==> src/rtl/pport_pkg.sv <==
// Shared definitions for the parallel port handshake controller.
// Assumes a 2-bit register address space.
package pport_pkg;
    typedef enum logic [1:0] {
        PM_STATIC  = 2'b00,
        PM_IN_HS   = 2'b01,
        PM_OUT_HS  = 2'b10,
        PM_OUT_TRI = 2'b11
    } pmode_t;

    localparam logic [1:0] ADDR_CTRL  = 2'd0;
    localparam logic [1:0] ADDR_DIR   = 2'd1;
    localparam logic [1:0] ADDR_DATA  = 2'd2;
    localparam logic [1:0] ADDR_LATCH = 2'd3;

    localparam int CTRL_BIT_RISE = 2;
    localparam int CTRL_BIT_INV  = 3;
    localparam int CTRL_BIT_FLAG = 7;
endpackage

==> src/rtl/pport_strobe_sync.sv <==
// Synchronizes the asynchronous strobe input through STAGES flops, keeps one
// more flop for edge detection, and reports the active level plus active
// and trailing edges under the selected polarity.
// Assumes STAGES >= 2 and rise_sel driven from a register in the clk domain.
module pport_strobe_sync #(
    parameter int STAGES = 2
) (
    input  logic clk,
    input  logic rst_n,
    input  logic strobe_raw,
    input  logic rise_sel,
    output logic act_level,
    output logic act_edge,
    output logic trail_edge
);
    localparam int LAST = STAGES - 1;

    logic [STAGES-1:0] chain_q;
    logic              prev_q;
    logic              prev_level;

    for (genvar g = 0; g < STAGES; g++) begin : g_stage
        if (g == 0) begin : g_first
            // First stage samples the raw pad level.
            always_ff @(posedge clk) begin
                if (!rst_n) chain_q[g] <= 1'b0;
                else        chain_q[g] <= strobe_raw;
            end
        end else begin : g_next
            // Later stages shift the sample along the chain.
            always_ff @(posedge clk) begin
                if (!rst_n) chain_q[g] <= 1'b0;
                else        chain_q[g] <= chain_q[g-1];
            end
        end
    end

    // Hold the previous synchronized level for edge detection.
    always_ff @(posedge clk) begin
        if (!rst_n) prev_q <= 1'b0;
        else        prev_q <= chain_q[LAST];
    end

    // Map the raw levels onto the selected active polarity.
    always_comb begin
        act_level  = rise_sel ? chain_q[LAST] : ~chain_q[LAST];
        prev_level = rise_sel ? prev_q : ~prev_q;
        act_edge   = act_level & ~prev_level;
        trail_edge = ~act_level & prev_level;
    end

    // An active edge cannot repeat on the next cycle unless the polarity changed.
    assert_edge_single_R3: assert property (@(posedge clk) disable iff (!rst_n)
        act_edge |=> (!act_edge || rise_sel != $past(rise_sel)));
endmodule

==> src/rtl/pport_hs_seq.sv <==
// Handshake sequencer: owns the ready strobe and the status flag with its
// two-step clear (status read, then latched-register access).
// Assumes one register access per cycle.
module pport_hs_seq
    import pport_pkg::*;
(
    input  logic   clk,
    input  logic   rst_n,
    input  pmode_t mode,
    input  pmode_t wmode,
    input  logic   ctrl_wr,
    input  logic   ctrl_rd,
    input  logic   lat_wr,
    input  logic   lat_rd,
    input  logic   act_edge,
    input  logic   trail_edge,
    output logic   ready,
    output logic   flag
);
    logic arm_q;
    logic flag_set;
    logic lat_acc;

    assign flag_set = act_edge && (mode != PM_STATIC);
    assign lat_acc  = lat_wr || lat_rd;

    // Ready strobe sequencing per mode; a control write re-initializes it.
    always_ff @(posedge clk) begin
        if (!rst_n) begin
            ready <= 1'b0;
        end else if (ctrl_wr) begin
            ready <= (wmode == PM_IN_HS);
        end else begin
            unique case (mode)
                PM_IN_HS: begin
                    if (act_edge)    ready <= 1'b0;
                    else if (lat_rd) ready <= 1'b1;
                end
                PM_OUT_HS: begin
                    if (lat_wr)        ready <= 1'b1;
                    else if (act_edge) ready <= 1'b0;
                end
                PM_OUT_TRI: begin
                    if (lat_wr)          ready <= 1'b1;
                    else if (trail_edge) ready <= 1'b0;
                end
                default: ready <= 1'b0;
            endcase
        end
    end

    // Status flag: set wins over the armed clear.
    always_ff @(posedge clk) begin
        if (!rst_n)              flag <= 1'b0;
        else if (flag_set)       flag <= 1'b1;
        else if (arm_q && lat_acc) flag <= 1'b0;
    end

    // Arm the clear when the host has seen the flag set.
    always_ff @(posedge clk) begin
        if (!rst_n)               arm_q <= 1'b0;
        else if (ctrl_rd && flag) arm_q <= 1'b1;
        else if (lat_acc)         arm_q <= 1'b0;
    end

    assert_in_edge_drops_ready_R4: assert property (@(posedge clk) disable iff (!rst_n)
        (mode == PM_IN_HS && !ctrl_wr && act_edge) |=> !ready);
    assert_in_rearm_R5: assert property (@(posedge clk) disable iff (!rst_n)
        (mode == PM_IN_HS && !ctrl_wr && !act_edge && lat_rd) |=> ready);
    assert_out_ack_R6: assert property (@(posedge clk) disable iff (!rst_n)
        (mode == PM_OUT_HS && !ctrl_wr && !lat_wr && act_edge) |=> !ready);
    assert_tri_hold_R7: assert property (@(posedge clk) disable iff (!rst_n)
        (mode == PM_OUT_TRI && !ctrl_wr && ready && !trail_edge) |=> ready);
    assert_flag_set_R9: assert property (@(posedge clk) disable iff (!rst_n)
        flag_set |=> flag);
endmodule

==> src/rtl/pport_hs_ctrl.sv <==
// Parallel port with strobe handshake. Holds the host-visible registers,
// decodes accesses and drives the pad vectors; sequencing lives in
// pport_hs_seq and strobe conditioning in pport_strobe_sync.
// Assumes WIDTH >= 8 (control word occupies bits 7:0) and one access per cycle.
module pport_hs_ctrl
    import pport_pkg::*;
#(
    parameter int WIDTH       = 8,
    parameter int SYNC_STAGES = 2
) (
    input  logic             clk,
    input  logic             rst_n,
    input  logic             reg_wr,
    input  logic             reg_rd,
    input  logic [1:0]       reg_addr,
    input  logic [WIDTH-1:0] reg_wdata,
    output logic [WIDTH-1:0] reg_rdata,
    input  logic [WIDTH-1:0] pin_in,
    output logic [WIDTH-1:0] pin_out,
    output logic [WIDTH-1:0] pin_oe,
    input  logic             stb_in,
    output logic             stb_out
);
    pmode_t           mode_q;
    logic             rise_q;
    logic             inv_q;
    logic [WIDTH-1:0] dir_q;
    logic [WIDTH-1:0] data_q;
    logic [WIDTH-1:0] latch_q;
    logic             ctrl_wr, ctrl_rd, dir_wr, data_wr, lat_wr, lat_rd;
    logic             act_level, act_edge, trail_edge;
    logic             ready, flag;
    pmode_t           wmode;

    assign ctrl_wr = reg_wr && (reg_addr == ADDR_CTRL);
    assign ctrl_rd = reg_rd && (reg_addr == ADDR_CTRL);
    assign dir_wr  = reg_wr && (reg_addr == ADDR_DIR);
    assign data_wr = reg_wr && (reg_addr == ADDR_DATA);
    assign lat_wr  = reg_wr && (reg_addr == ADDR_LATCH);
    assign lat_rd  = reg_rd && (reg_addr == ADDR_LATCH);
    assign wmode   = pmode_t'(reg_wdata[1:0]);

    pport_strobe_sync #(.STAGES(SYNC_STAGES)) i_sync (
        .clk        (clk),
        .rst_n      (rst_n),
        .strobe_raw (stb_in),
        .rise_sel   (rise_q),
        .act_level  (act_level),
        .act_edge   (act_edge),
        .trail_edge (trail_edge)
    );

    pport_hs_seq i_seq (
        .clk        (clk),
        .rst_n      (rst_n),
        .mode       (mode_q),
        .wmode      (wmode),
        .ctrl_wr    (ctrl_wr),
        .ctrl_rd    (ctrl_rd),
        .lat_wr     (lat_wr),
        .lat_rd     (lat_rd),
        .act_edge   (act_edge),
        .trail_edge (trail_edge),
        .ready      (ready),
        .flag       (flag)
    );

    // Control fields: mode, edge polarity and strobe inversion.
    always_ff @(posedge clk) begin
        if (!rst_n) begin
            mode_q <= PM_STATIC;
            rise_q <= 1'b1;
            inv_q  <= 1'b0;
        end else if (ctrl_wr) begin
            mode_q <= wmode;
            rise_q <= reg_wdata[CTRL_BIT_RISE];
            inv_q  <= reg_wdata[CTRL_BIT_INV];
        end
    end

    // Direction mask register.
    always_ff @(posedge clk) begin
        if (!rst_n)      dir_q <= '0;
        else if (dir_wr) dir_q <= reg_wdata;
    end

    // Static data register; latched-register writes also present new data.
    always_ff @(posedge clk) begin
        if (!rst_n)                data_q <= '0;
        else if (data_wr || lat_wr) data_q <= reg_wdata;
    end

    // Latched register: input capture on active edge beats a host write.
    always_ff @(posedge clk) begin
        if (!rst_n)                                latch_q <= '0;
        else if (mode_q == PM_IN_HS && act_edge)   latch_q <= pin_in;
        else if (lat_wr)                           latch_q <= reg_wdata;
    end

    // Pad drive: tri-state variant opens every pin during the active window.
    always_comb begin
        pin_out = data_q;
        if (mode_q == PM_OUT_TRI && act_level) pin_oe = '1;
        else                                   pin_oe = dir_q;
        stb_out = ready ^ inv_q;
    end

    // Read multiplexer.
    always_comb begin
        reg_rdata = '0;
        unique case (reg_addr)
            ADDR_CTRL: begin
                reg_rdata[1:0]           = mode_q;
                reg_rdata[CTRL_BIT_RISE] = rise_q;
                reg_rdata[CTRL_BIT_INV]  = inv_q;
                reg_rdata[CTRL_BIT_FLAG] = flag;
            end
            ADDR_DIR:  reg_rdata = dir_q;
            ADDR_DATA: reg_rdata = (pin_in & ~dir_q) | (data_q & dir_q);
            default:   reg_rdata = latch_q;
        endcase
    end

    assert_oe_covers_dir_R7: assert property (@(posedge clk) disable iff (!rst_n)
        (pin_oe & dir_q) == dir_q);
    assert_static_no_strobe_R2: assert property (@(posedge clk) disable iff (!rst_n)
        (mode_q == PM_STATIC) |-> (stb_out == inv_q));
    assert_in_latch_R4: assert property (@(posedge clk) disable iff (!rst_n)
        (mode_q == PM_IN_HS && act_edge) |=> (latch_q == $past(pin_in)));
endmodule

==> config.mk <==
export PLATFORM = sky130hd
export DESIGN_NAME = pport_hs_ctrl
export DESIGN_NICKNAME = d
export VERILOG_FILES = /design/src/rtl/pport_pkg.sv /design/src/rtl/pport_strobe_sync.sv /design/src/rtl/pport_hs_seq.sv /design/src/rtl/pport_hs_ctrl.sv
export SDC_FILE = /design/constraint.sdc
export NUM_CORES = 1
export LEC_CHECK = 0
export ABC_AREA = 1
export BUFFER_PORTS_ARGS = -buffer_cell sky130_fd_sc_hd__buf_2
export CORE_ASPECT_RATIO = 1.1
export CORE_MARGIN = 5
export CORE_UTILIZATION = 52
export CTS_BUF_LIST = sky130_fd_sc_hd__clkbuf_4 sky130_fd_sc_hd__clkbuf_8 sky130_fd_sc_hd__clkbuf_16
export CTS_CLUSTER_DIAMETER = 60
export CTS_CLUSTER_SIZE = 20
export DETAILED_ROUTE_END_ITERATION = 6
export GPL_TIMING_DRIVEN = 0
export HOLD_SLACK_MARGIN = 0.1
export PLACE_DENSITY_LB_ADDON = 0.12
export SYNTH_ARGS = -nofsm -noshare
export SYNTH_HDL_FRONTEND = slang
export SYNTH_SLANG_ARGS = --single-unit
==> constraint.sdc <==
create_clock -name clk -period 1.64 [get_ports clk]
set_input_delay 0.492 -clock clk [delete_from_list [all_inputs] [get_ports clk]]
set_output_delay 0.492 -clock clk [all_outputs]
set_load 0.005 [all_outputs]
### Yosys cells after proc, flatten, opt, wreduce, memory -nomap -nowiden

Index checks and enable logic that the tools add are counted.
W data, S select, Z words.

* eq/ne operators: 10
* bitwise logic cells: 11
* multiplexer cells: 20
* reductions and logical operators: 19

Operators by type and width (count)
* $mux W8: 3
* $and A8 B8 Y8: 2
* $mux W1: 13
* $pmux W4 S3: 1
* $logic_and A1 B1 Y1: 11
* $pmux W3 S3: 1
* $eq A2 B2 Y1 const B: 4
* $ne A4 B3 Y1 const B: 2
* $not A8 Y8: 1
* $or A8 B8 Y8: 1
* $reduce_bool A2 Y1: 4
* $eq A2 B1 Y1 const B: 3
* $pmux W1 S3: 2
* $ne A4 B2 Y1 const B: 1
* $not A1 Y1: 4
* $reduce_and A3 Y1: 1
* $and A1 B1 Y1: 2
* $logic_not A2 Y1: 1
* $logic_or A1 B1 Y1: 2
* $xor A1 B1 Y1: 1

* output and inout bits: 25
* register bits after elaboration: 34

### Logic depth before layout (Yosys ltp)

* word-level depth: 8
* depth in mapped cells: 9

### By module

From an unflattened synthesis, not the netlist that was laid out.

* cell total of the unflattened synthesis: 273
* area total of the unflattened synthesis: 1774.2 um2

By module, submodules not included
* pport_hs_ctrl: cells each 216, times used 1, seq. area each 560.5 um2, area an instance 1440.1 um2
* pport_hs_seq: cells each 31, times used 1, seq. area each 60.1 um2, area an instance 180.2 um2
* pport_strobe_sync: cells each 26, times used 1, seq. area each 60.1 um2, area an instance 153.9 um2

### Worst setup path after synthesis

Ideal clock, no wire load.

* path type: input -> output
* start point: input port reg_addr[1]
* end point: output port reg_rdata[0]
* setup slack: 150 ps
* cell stages on the path: 6
* arrival time: 998 ps
* cell sequence: inv_1 -> nor2_4 -> o21ai_0 -> a21oi_1 -> a21oi_1 -> o211ai_1

* word-level cells in the longest chain between the ends: 2
* elaborated cells on any way between the ends: 4

RTL lines
* from (decl): line pport_hs_ctrl.sv:15 `input logic [1:0] reg_addr,`
* $eq A2 B2 Y1, or another cell as far along: line pport_hs_ctrl.sv:111 `unique case (reg_addr)`
* $pmux W4 S3 *: line pport_hs_ctrl.sv:111
* to (decl): line pport_hs_ctrl.sv:17 `output logic [WIDTH-1:0] reg_rdata,`

Mark *: on every way between the ends. The rest lies on a longest branch, timed or not.

### Worst setup path after layout

* start point: input port reg_addr[0]
* end point: output port reg_rdata[7]

* word-level cells in the longest chain between the ends: 2
* elaborated cells on any way between the ends: 4

RTL lines (line)
* $eq A2 B2 Y1, or another cell as far along: pport_hs_ctrl.sv:111
* $pmux W1 S3 *: pport_hs_ctrl.sv:111

Marks and branches as above.

==> impl_metrics.py <==
metrics = {
    "setup_path": {
        "slowest_stage": "nor2_2",
        "required_ns": 1.15,
        "crit_chain": "buf_12 > buf_12 > nor2_4 > inv_2 > nor2_2 > a221oi_1 > nand2_1 > buf_2",
        "rrSetupSlack_ns": 0.15,
        "cpMostUsedCell": "buf_12",
        "cp_num_buf_inv": 4,
        "path_max_fanout": 5,
        "cpPeakStageDelay_ns": 0.15,
        "end_kind": "output pin",
        "critPathKind": "in -> out",
        "timing.rr.end": "latch_q[3]",
        "start_kind": "input port",
        "cp_data_arrival_time_ns": 1.36,
        "r2r_start": "rise_q",
        "crit_family": "buffers and inverters",
        "rr_worst_depth": 10,
    },
    "grt": {
        "antenna_found_initial": 0,
        "gr-total-overflow": 0,
        "grt_use_met3_pct": 4.95,
        "track_usage_pct": 22.8,
        "first_global_vias": 1867,
        "gr-usage-met2_pct": 38.8,
        "use_met1_pct": 28.2,
        "grt_pass1_wl_mm": 8.42,
        "grt_start_max_net_pins": 11,
        "grt_most_used_layer": "met2",
    },
    "timing": {
        "drv_slew": 0,
        "rsz0062_at_grt": "yes",
        "tightest_slew_ns": 0.403,
        "fin_crit_ns": 1.85,
        "slew_headroom_pct": 73.1,
        "fin_skew_ns": 0.00546,
        "setup_violations": 16,
        "finalCritPeriodShare_pct": 113,
        "setup_tns_ns": -1.77,
        "setup_ws_ns": -0.211,
        "fmax_mhz": 540,
        "hold_violations": 0,
        "fin_worst_hold_slack_ns": 0.338,
    },
    "floorplan": {
        "die_height_um": 72.0,
        "num_io_pins": 48,
        "initial_core_util_pct": 54.1,
        "row_count": 22,
        "die_w_um": 66.4,
        "core_sq_um": 3360,
        "die-area_sq_um": 4780,
    },
    "finish": {
        "nNetsFinal": 358,
        "fillers": 318,
        "drive_above_1_share_pct": 32.2,
        "antenna_cells": 0,
        "areaGrowthSynthToFinish_pct": 29.9,
    },
    "outcome": {
        "violations": "setup timing",
        "outcome": "finished, violations left",
    },
    "detailed_routing": {
        "drtIter0Drc": 168,
        "routed_wl_mm": 5.01,
        "ant_nets": 0,
        "drcViolationCount": 0,
        "dr.pass1.iters": 4,
        "avgRoutedWirePerCell_um": 13.1,
        "vias": 1959,
        "routed_via_density": 5.11,
    },
    "place": {
        "hpwlAfterDp_mm": 3.69,
        "gp_congestion": 0.855,
        "port_buffers": 46,
    },
    "job": {
        "drv_cap": 0,
    },
    "worst_hold_path": {
        "min_to": "i_sync.chain_q[0]",
        "holdCritStartpoint": "stb_in",
        "hold_path_depth": 3,
        "min_path_type": "in -> reg",
    },
    "synthesis": {
        "synth-seq-cells": 34,
        "syn-cell-area_sq_um": 1820,
        "syn_nets": 291,
        "synth-seq-area-share_pct": 37.4,
        "synth.avg_cell_area_sq_um": 6.78,
        "ys_warn_count": 0,
        "ys_types": 27,
        "syn_inst": 268,
    },
    "cts": {
        "ctsHoldBuffers": 0,
        "cts_root_buffer": "clkbuf_4",
        "cts.sinks": 34,
        "cts.reportedPaths.clkPinSlew_ns": 0.09,
        "numCtsBuffers": 5,
        "clk_path_buf_depth": 2,
        "clk-insertion-delay-late_ns": 0.34,
        "h-tree-depth": 2,
        "cts_tree": "done",
    },
    "power_and_ir_drop": {
        "p_leak_nw": 1.17,
        "p_per_area_nw_per_um2": 727,
        "combPwrFrac_pct": 21.0,
        "switching_share_pct": 28.8,
        "clock_power_share_pct": 26.8,
        "vdd_ir_drop_max_uv": 489,
        "internal_power_w": 0.00122,
        "p_seq_share_pct": 52.2,
        "p_sw_w": 0.000494,
    },
}
==> power by group through the flow <==
stage | sequential (W) | combinational, W | clock [W]
after floorplan | 0.000910 | 0.000180 | 0
after global placement | 0.000911 | 0.000304 | 0
after detailed placement | 0.000913 | 0.000307 | 0
after CTS | 0.000895 | 0.000338 | 0.000473
after global routing | 0.000902 | 0.000404 | 0.000506
final | 0.000896 | 0.000360 | 0.000459
==> cells by family after synthesis <==
family,Yosys count,share of synthesized area (%)
XOR/XNOR,1,0.482
AND/OR/NAND/NOR,105,26.6
flip-flops,34,37.4
buffers and inverters,52,12.5
AO/OA/AOI/OAI,76,23.1
==> registers in the layout, indices dropped and copies added (netlist names) <==
| register | cells |
|---|---|
| dir_q | 8 |
| i_seq.arm_q | 1 |
| i_seq.flag | 1 |
| i_seq.ready | 1 |
| i_sync.chain_q | 2 |
| i_sync.prev_q | 1 |
| inv_q | 1 |
| latch_q | 8 |
| mode_q | 2 |
| pin_out | 8 |
| rise_q | 1 |
==> worst max-delay path by stage <==
stage / startpoint / end / slack, ns / cells after the start
6_report: reg_addr[0] / reg_rdata[7] / -0.21 / 8
3_5_place_dp: reg_addr[1] / reg_rdata[1] / -0.40 / 8
5_1_grt: reg_addr[0] / reg_rdata[2] / -0.28 / 7
4_1_cts: reg_addr[1] / reg_rdata[1] / -0.19 / 8
2_1_floorplan: reg_addr[1] / reg_rdata[0] / 0.15 / 6
3_3_place_gp: reg_addr[1] / reg_rdata[1] / -0.38 / 8
==> through the flow <==
step,setup slack [ns],std cells,power [W],utilization (%),instance area (sq um)
after floorplan,0.150,268,0.00109,-,1820
after global placement,-0.381,362,0.00122,62.8,2110
after detailed placement,-0.396,362,0.00122,62.8,2110
after CTS,-0.185,377,0.00171,67.8,2280
after global routing,-0.278,383,0.00181,70.3,2360
final,-0.211,383,0.00172,70.3,2360
==> worst reg2reg max path, delay by kind of cell, from the launching register on <==
family	cells	cell delay, ns
flip-flops	1	0.34
AO/OA/AOI/OAI	1	0.07
AND/OR/NAND/NOR	6	0.63
buffers and inverters	3	0.35
==> cells in the mapped netlist, drive strengths merged <==
master,instances,area [sq um]
a21oi,30,150
xor2,1,8.76
nor2,33,159
o221ai,3,26.3
o21ai,34,174
nand3,9,67.6
nand4,1,6.26
dfxtp,34,681
nand2,62,250
a221oi,1,8.76
clkbuf,3,21.3
o21a,1,7.51
buf,3,27.5
o211ai,7,52.6
clkinv,1,8.76
inv,45,169
==> layout by cell type (no fill, tap or decap) <==
cell type   n
o21ai_0    20
inv_1      39
nand2_2     8
o21ai_2     1
clkinv_4    1
o21ai_1    13
inv_4       1
nand3_2     2
a21oi_2     2
buf_2      45
a221oi_1    1
buf_4      13
inv_2       5
nor2_4      5
nand4_1     1
xor2_1      1
nor2_1     26
o21a_1      1
nand2_1    51
nand3_1     6
dfxtp_1    28
clkbuf_4    7
dfxtp_2     5
dfxtp_4     1
clkbuf_8    1
buf_12      3
buf_6       2
clkbuf_1    2
o221ai_1    3
o211ai_1    7
a21oi_1    28
nor2_2      2
nand3_4     1
nand2_4     3
==> final cells by class <==
class	count	area, sq um	share of cell area, %
multi-input cells	182	951	40.3
flip-flops and latches	34	691	29.3
repair buffers	60	378	16.0
plain buffers	6	48.8	2.07
inverters	46	180	7.63
well taps	48	60.1	2.54
clock buffers	7	52.6	2.23
==> repair_timing <==
item,4_1_cts,5_1_grt
buffers inserted,8,6
endpoints found under the setup margin,16,16
gates resized for setup,28,9
pin swaps,9,8
==> routing by layer <==
layer	wire length (um)	vias to the layer above
met4	65	0
met3	239	6
met5	0	-
li1	-	989
met2	2490	51
met1	2220	913
Note: power is estimated with default switching activity, not from simulation.
